<file path="src/rtl/rsu_pkg.sv">
package rsu_pkg;

  typedef enum logic [2:0] {
    OP_ROL  = 3'd0,
    OP_ROR  = 3'd1,
    OP_RLT  = 3'd2,
    OP_RRT  = 3'd3,
    OP_SLA  = 3'd4,
    OP_SRA  = 3'd5,
    OP_SRL  = 3'd6,
    OP_PASS = 3'd7
  } rsuOpE;

  // Source of the bit entering the vacated position
  typedef enum logic [1:0] {
    FILL_ZERO  = 2'd0,
    FILL_WRAP  = 2'd1,
    FILL_CARRY = 2'd2,
    FILL_SIGN  = 2'd3
  } fillE;

  typedef struct packed {
    logic capture;
    logic moveLeft;
    logic passThru;
    fillE fill;
    logic zeroForce;
  } rsuCtrlS;

endpackage

</file>
<file path="src/rtl/rsu_ctrl.sv">
module rsu_ctrl
  import rsu_pkg::*;
(
  input  logic       inValid,
  input  logic [2:0] opSel,
  input  logic       extForm,
  output rsuCtrlS    ctrl
);

  logic isRotate;

  always_comb begin
    ctrl           = '0;
    ctrl.capture   = inValid;
    isRotate       = 1'b0;
    unique case (rsuOpE'(opSel))
      OP_ROL:  begin ctrl.moveLeft = 1'b1; ctrl.fill = FILL_WRAP;  isRotate = 1'b1; end
      OP_ROR:  begin ctrl.moveLeft = 1'b0; ctrl.fill = FILL_WRAP;  isRotate = 1'b1; end
      OP_RLT:  begin ctrl.moveLeft = 1'b1; ctrl.fill = FILL_CARRY; isRotate = 1'b1; end
      OP_RRT:  begin ctrl.moveLeft = 1'b0; ctrl.fill = FILL_CARRY; isRotate = 1'b1; end
      OP_SLA:  begin ctrl.moveLeft = 1'b1; ctrl.fill = FILL_ZERO; end
      OP_SRA:  begin ctrl.moveLeft = 1'b0; ctrl.fill = FILL_SIGN; end
      OP_SRL:  begin ctrl.moveLeft = 1'b0; ctrl.fill = FILL_ZERO; end
      default: begin ctrl.passThru = 1'b1; end
    endcase
    // Short accumulator rotates report zero as clear
    ctrl.zeroForce = isRotate && !extForm;
  end

endmodule

</file>
<file path="src/rtl/rsu_datapath.sv">
module rsu_datapath
  import rsu_pkg::*;
#(
  parameter int DW = 8
) (
  input  logic          clk,
  input  logic          rstN,
  input  rsuCtrlS       ctrl,
  input  logic [DW-1:0] operand,
  input  logic          carryIn,
  output logic          outValid,
  output logic [DW-1:0] result,
  output logic          flagZero,
  output logic          flagSub,
  output logic          flagHalf,
  output logic          flagCarry
);

  localparam int TOP = DW - 1;

  logic          exitBit;
  logic          fillBit;
  logic [DW-1:0] movedVal;
  logic [DW-1:0] nextRes;
  logic          nextCarry;
  logic          nextZero;

  always_comb begin
    exitBit = ctrl.moveLeft ? operand[TOP] : operand[0];
    unique case (ctrl.fill)
      FILL_ZERO:  fillBit = 1'b0;
      FILL_WRAP:  fillBit = exitBit;
      FILL_CARRY: fillBit = carryIn;
      default:    fillBit = operand[TOP];
    endcase
    if (ctrl.moveLeft) movedVal = {operand[TOP-1:0], fillBit};
    else               movedVal = {fillBit, operand[TOP:1]};
    nextRes   = ctrl.passThru ? operand : movedVal;
    nextCarry = ctrl.passThru ? carryIn : exitBit;
    nextZero  = !ctrl.zeroForce && (nextRes == '0);
  end

  always_ff @(posedge clk) begin
    if (!rstN) begin
      outValid  <= 1'b0;
      result    <= '0;
      flagZero  <= 1'b0;
      flagCarry <= 1'b0;
    end else begin
      outValid <= ctrl.capture;
      if (ctrl.capture) begin
        result    <= nextRes;
        flagZero  <= nextZero;
        flagCarry <= nextCarry;
      end
    end
  end

  assign flagSub  = 1'b0;
  assign flagHalf = 1'b0;

endmodule

</file>
<file path="src/rtl/rsu_top.sv">
module rsu_top
  import rsu_pkg::*;
#(
  parameter int DW = 8
) (
  input  logic          clk,
  input  logic          rstN,
  input  logic          inValid,
  input  logic [2:0]    opSel,
  input  logic          extForm,
  input  logic [DW-1:0] operand,
  input  logic          carryIn,
  output logic          outValid,
  output logic [DW-1:0] result,
  output logic          flagZero,
  output logic          flagSub,
  output logic          flagHalf,
  output logic          flagCarry
);

  rsuCtrlS ctrl;

  rsu_ctrl u_ctrl (
    .inValid (inValid),
    .opSel   (opSel),
    .extForm (extForm),
    .ctrl    (ctrl)
  );

  rsu_datapath #(.DW(DW)) u_dp (
    .clk       (clk),
    .rstN      (rstN),
    .ctrl      (ctrl),
    .operand   (operand),
    .carryIn   (carryIn),
    .outValid  (outValid),
    .result    (result),
    .flagZero  (flagZero),
    .flagSub   (flagSub),
    .flagHalf  (flagHalf),
    .flagCarry (flagCarry)
  );

endmodule

</file>
<file path="config.mk">
export PLATFORM = sky130hd
export DESIGN_NAME = rsu_top
export DESIGN_NICKNAME = d
export VERILOG_FILES = /design/src/rtl/rsu_pkg.sv /design/src/rtl/rsu_ctrl.sv /design/src/rtl/rsu_datapath.sv /design/src/rtl/rsu_top.sv
export SDC_FILE = /design/constraint.sdc
export NUM_CORES = 1
export LEC_CHECK = 0
export BUFFER_PORTS_ARGS = -buffer_cell sky130_fd_sc_hd__buf_2
export CORE_ASPECT_RATIO = 0.7
export CORE_MARGIN = 1.5
export CORE_UTILIZATION = 30
export CTS_CLUSTER_SIZE = 14
export DETAILED_ROUTE_END_ITERATION = 10
export GPL_TIMING_DRIVEN = 1
export PLACE_DENSITY_LB_ADDON = 0.1
export SLEW_MARGIN = 0
export SYNTH_ARGS = -nofsm -noshare
export SYNTH_HDL_FRONTEND = slang
export SYNTH_SLANG_ARGS = --single-unit
</file>
<file path="constraint.sdc">
create_clock -name clk -period 1.9 [get_ports clk]
set_clock_uncertainty 0.05 [all_clocks]
set_input_delay 0.19 -clock clk [delete_from_list [all_inputs] [get_ports clk]]
set_output_delay 0.19 -clock clk [all_outputs]
set_load 0.05 [all_outputs]
</file>
# Word-level counts from Yosys, hierarchy flattened

Cells that the tools add are included.

Register bits: 11
Input port bits: 16
Word-level logic and storage cells: 32
Output and inout bits: 13

Equality and inequality tests: 8
Reduce and logical (&&, ||, !) cells: 12
Mux-type cells: 8

Operators by type and width:

| operator                                       | number |
|---|---|
| 2-to-1 mux 8 bit                               | 2 |
| == test 3 bit (second input constant)          | 3 |
| logical NOT 8 bit                              | 1 |
| OR reduction 7 bit                             | 1 |
| == test 3 x 2 -> 1 bit (second input constant) | 2 |
| case mux 2 bit (3 select lines)                | 1 |
| 2-to-1 mux 1 bit                               | 4 |
| OR reduction 2 bit                             | 2 |
| OR reduction 4 bit                             | 1 |
| == test 3 x 1 -> 1 bit (second input constant) | 1 |
| logical NOT 3 bit                              | 1 |
| case mux 1 bit (3 select lines)                | 1 |
| OR reduction 3 bit                             | 1 |
| == test 2 x 1 -> 1 bit (second input constant) | 1 |
| == test 2 bit (second input constant)          | 1 |
| logical AND 1 bit                              | 2 |
| logical NOT 1 bit                              | 2 |
| logical NOT 2 bit                              | 1 |

# Longest topological paths before layout

Word-level depth: 9
Depth in mapped cells: 7
Depth with buffers taken out: 5

# Hierarchy

A second synthesis with hierarchy kept.

Cells, all modules: 94
Area, all modules: 745.7 um^2

Modules (own cells, without submodules):

| module       | instances | area an instance (um^2) | cells an instance | seq. area each (um^2) |
|---|---|---|---|---|
| rsu_datapath | 1         | 699.4                   | 86                | 220.2 |
| rsu_ctrl     | 1         | 46.3                    | 8                 | 0.0 |

# Worst setup path after synthesis

OpenSTA, ideal clock, no wires.

Kind: in2reg
Start: in opSel[2]
End: reg u_dp.flagZero
Required time: 1.791 ns
Slack: 0.499 ns
Arrival: 1.292 ns
Path buffers: 1
Setup time: 0.059 ns
Stages: 6
Cell sequence: buf_6 -> mux2_4 -> a221oi_2 -> a31oi_1 -> a2111oi_2 -> a31o_1

Word-level cells in the longest chain between the ends: 9

RTL lines:

| item                                                                      | line               | source |
|---|---|---|
| start: declaration                                                        | rsu_top.sv:9       | `input logic [2:0] opSel,` |
| == test 3 x 2 -> 1 bit, or another cell as far along                      | rsu_ctrl.sv:16     | `unique case (rsuOpE'(opSel))` |
| OR reduction 2 bit (no source line) or OR reduction 3 bit (tied branches) | -                  |  |
| case mux 2 bit (3 select lines) or 2-to-1 mux 1 bit (tied branches)       | rsu_ctrl.sv:16     |  |
| == test 2 bit, or another cell as far along                               | rsu_datapath.sv:30 | `unique case (ctrl.fill)` |
| case mux 1 bit (3 select lines)                                           | rsu_datapath.sv:30 |  |
| 2-to-1 mux 8 bit                                                          | rsu_datapath.sv:36 | `if (ctrl.moveLeft) movedVal = {operand[TOP-1:0], fillBit};` |
| 2-to-1 mux 8 bit                                                          | rsu_datapath.sv:38 | `nextRes = ctrl.passThru ? operand : movedVal;` |
| logical NOT 8 bit                                                         | rsu_datapath.sv:40 | `nextZero = !ctrl.zeroForce && (nextRes == '0);` |
| logical AND 1 bit *                                                       | rsu_datapath.sv:40 |  |
| end signal: assignment                                                    | rsu_datapath.sv:53 | `flagZero <= nextZero;` |
| end: declaration                                                          | rsu_datapath.sv:13 | `output logic flagZero,` |

Every way passes the cells marked *; elsewhere a longest branch is shown, timed or not.
A chain may end at the register's enable or synchronous reset.

# Worst setup path after layout

Same ends and word-level chain as after synthesis.

==> out/metrics.yaml <==
timing.final.ws_setup_ns: 0.512
fmax_mhz: 720
initial_utilization_pct: 33.1
min_to: "u_dp.result[6]$_SDFFE_PN0P_"
finalSetupViolations: 0
power_density_nw_per_um2: 698
synth_top_area_share_pct: 29.6
cts_resized: 0
crit_path_start_kind: "input port"
timing.rr.end: "u_dp.result[6]$_SDFFE_PN0P_"
finalHoldViolCount: 0
drt_iter0_drc: 18
routedWlPerCell_microns: 12.7
regToRegStartpoint: "u_dp.result[6]$_SDFFE_PN0P_"
cts_made_buffers: 3
clkLatencyLatePin_ns: 0.26
core_sq_um: 2240
syn_avg_cell_area_sq_um: 7.58
worstPathArrival_ns: 1.55
antenna_found_initial: 0
post-route-util_pct: 39.6
wl_mm: 1.94
viasPerCell: 5.14
drc: 0
io_pins: 29
finalCritPeriodShare_pct: 73.1
synth-async-reset-ratio_pct: 0
status: "finished, final reports clean"
routabilityCongestion: 0.814
cts_sinks: 11
clkTransAtPathRegs_ns: 0.07
tritoncts: "yes"
hold_class: "input port to register"
holdPathStages: 2
synth_edf_count: 0
place_area_sq_um: 862
p_leak_nw: 0.417
gr-usage-all-layers_pct: 15.0
cap_viol_max_count: 0
fin_area_sq_um: 888
rsz0062_at_grt: "no"
syn_to_final_growth_pct: 19.5
fin_tns_setup_ns: 0
syn_area_sq_um: 743
synth.area.top_cells: "dfxtp_1, nor2_1, a211oi_1"
p_total_uw: 620
drtAntennaViolNets: 0
vias: 787
drive_gt1_share_pct: 28.9
syn_inst: 98
grt_max_degree: 18
worstSetupEndpointType: "register"
synth.largest_area_cell: "dfxtp_1"
dp_slack_ns: 0.236
cts_setup_buffers: 0
cp.required_ns: 2.06
die_area_sq_um: 2790
first_pass_iters: 4
rrSetupSlack_ns: 1.05
io_buffers: 26
vdd_drop_max_mv: 0.466
fp.dieW_microns: 62.5
grtUsageMet1_pct: 19.9
worstPathMaxFanout: 13
grt_pass1_vias: 715
final.min_clock_period_ns: 1.39
grt_pass1_wl_mm: 3.28
yosysSeqAreaShare_pct: 29.6
synth_commonest_cells: "nor2_1, dfxtp_1, a211oi_1, o211ai_1"
yosysWarnings: 0
top_usage_layer: "met2"
placed_cells: 149
final_cells: 153
dp_hpwl_mm: 1.50
critPathKind: "input port to register"
die_y_microns: 44.6
overflow: 0
slew_violations: 0
reg2reg_depth: 2
synth_seq_cells: 11
yosysMostFrequentCell: "nor2_1"
clock_path_buffers: 2
cts_hold_buf: 0
hold_start: "rstN"
fp-row-count: 14
use_met2_pct: 23.9
cts_max_level: 1
grt_use_met3_pct: 5.60
nets: 138
root_buffer: "clkbuf_4"
synth.distinct_cells: 32
timing.hold.ws_ns: 0.138
diodes: 0
ys.flop_type: "dfxtp_1"
## report_power, final
part | switching (mW) | internal (mW) | leakage [nW]
sequential | 0.00633 | 0.246 | 0.0911
clock | 0.0773 | 0.0812 | 0.0150
combinational | 0.147 | 0.0623 | 0.311
## worst max-delay path by stage
stage / start / to / slack [ns] / cells past startpoint
3_3_place_gp: opSel[2] / u_dp.flagZero$_SDFFE_PN0P_ / 0.22 / 6
2_1_floorplan: opSel[2] / u_dp.flagZero$_SDFFE_PN0P_ / 0.50 / 6
3_5_place_dp: opSel[2] / u_dp.flagZero$_SDFFE_PN0P_ / 0.24 / 6
4_1_cts: opSel[2] / u_dp.flagZero$_SDFFE_PN0P_ / 0.52 / 6
6_report: opSel[2] / u_dp.flagZero$_SDFFE_PN0P_ / 0.51 / 6
5_1_grt: opSel[2] / u_dp.flagZero$_SDFFE_PN0P_ / 0.41 / 6
## metal layers
layer / share of wire [%] / wire length, microns / vias up
met5: 0 / 0 / -
met4: 0 / 0 / 0
met3: 5.8 / 112 / 0
met2: 42 / 819 / 23
met1: 52 / 1010 / 364
li1: - / - / 400
## cell type report
class	instances	area (sq um)
well taps	32	40.0
clock buffers	4	26.3
repair buffers	27	138
multi-input cells	75	449
inverters	4	15.0
flip-flops and latches	11	220
fillers	264	1350
## worst max-delay path, cell delays in order
cell and delay, ns:
buf_2 0.18, nand2_1 0.29, nor2_1 0.21, nor2_1 0.09, a2111oi_2 0.40, a31o_1 0.19
## state kept, by name, summed over array words and instances, names as in the netlist
name / count
u_dp.result: 8
u_dp.flagCarry: 1
u_dp.flagZero: 1
u_dp.outValid: 1
## kinds of logic after synthesis
family          Yosys count  share of synthesized area [%]
mux                       2                           3.37
simple gates             41                           24.7
compound gates           30                           31.3
other cells               1                          0.505
buf+inv                  13                           10.4
flops                    11                           29.6
## cells in the final DEF, fill, tap and decap left out, types with 2 or more instances in the layout
cell	synthesis	routed
dfxtp_1	11	11
o211ai_1	5	5
o211a_1	2	2
clkbuf_4	0	3
a21o_1	2	2
a211oi_1	6	6
a31oi_1	3	3
nor4_1	2	2
conb_1	1	2
nor3_1	4	4
nor2b_1	2	2
buf_2	2	26
o21ai_0	3	3
nor2_1	23	23
a21oi_1	2	2
o31ai_1	2	2
inv_1	4	4
or2_2	2	2
nand2_1	4	4
Power figures use the tool's default switching activity.
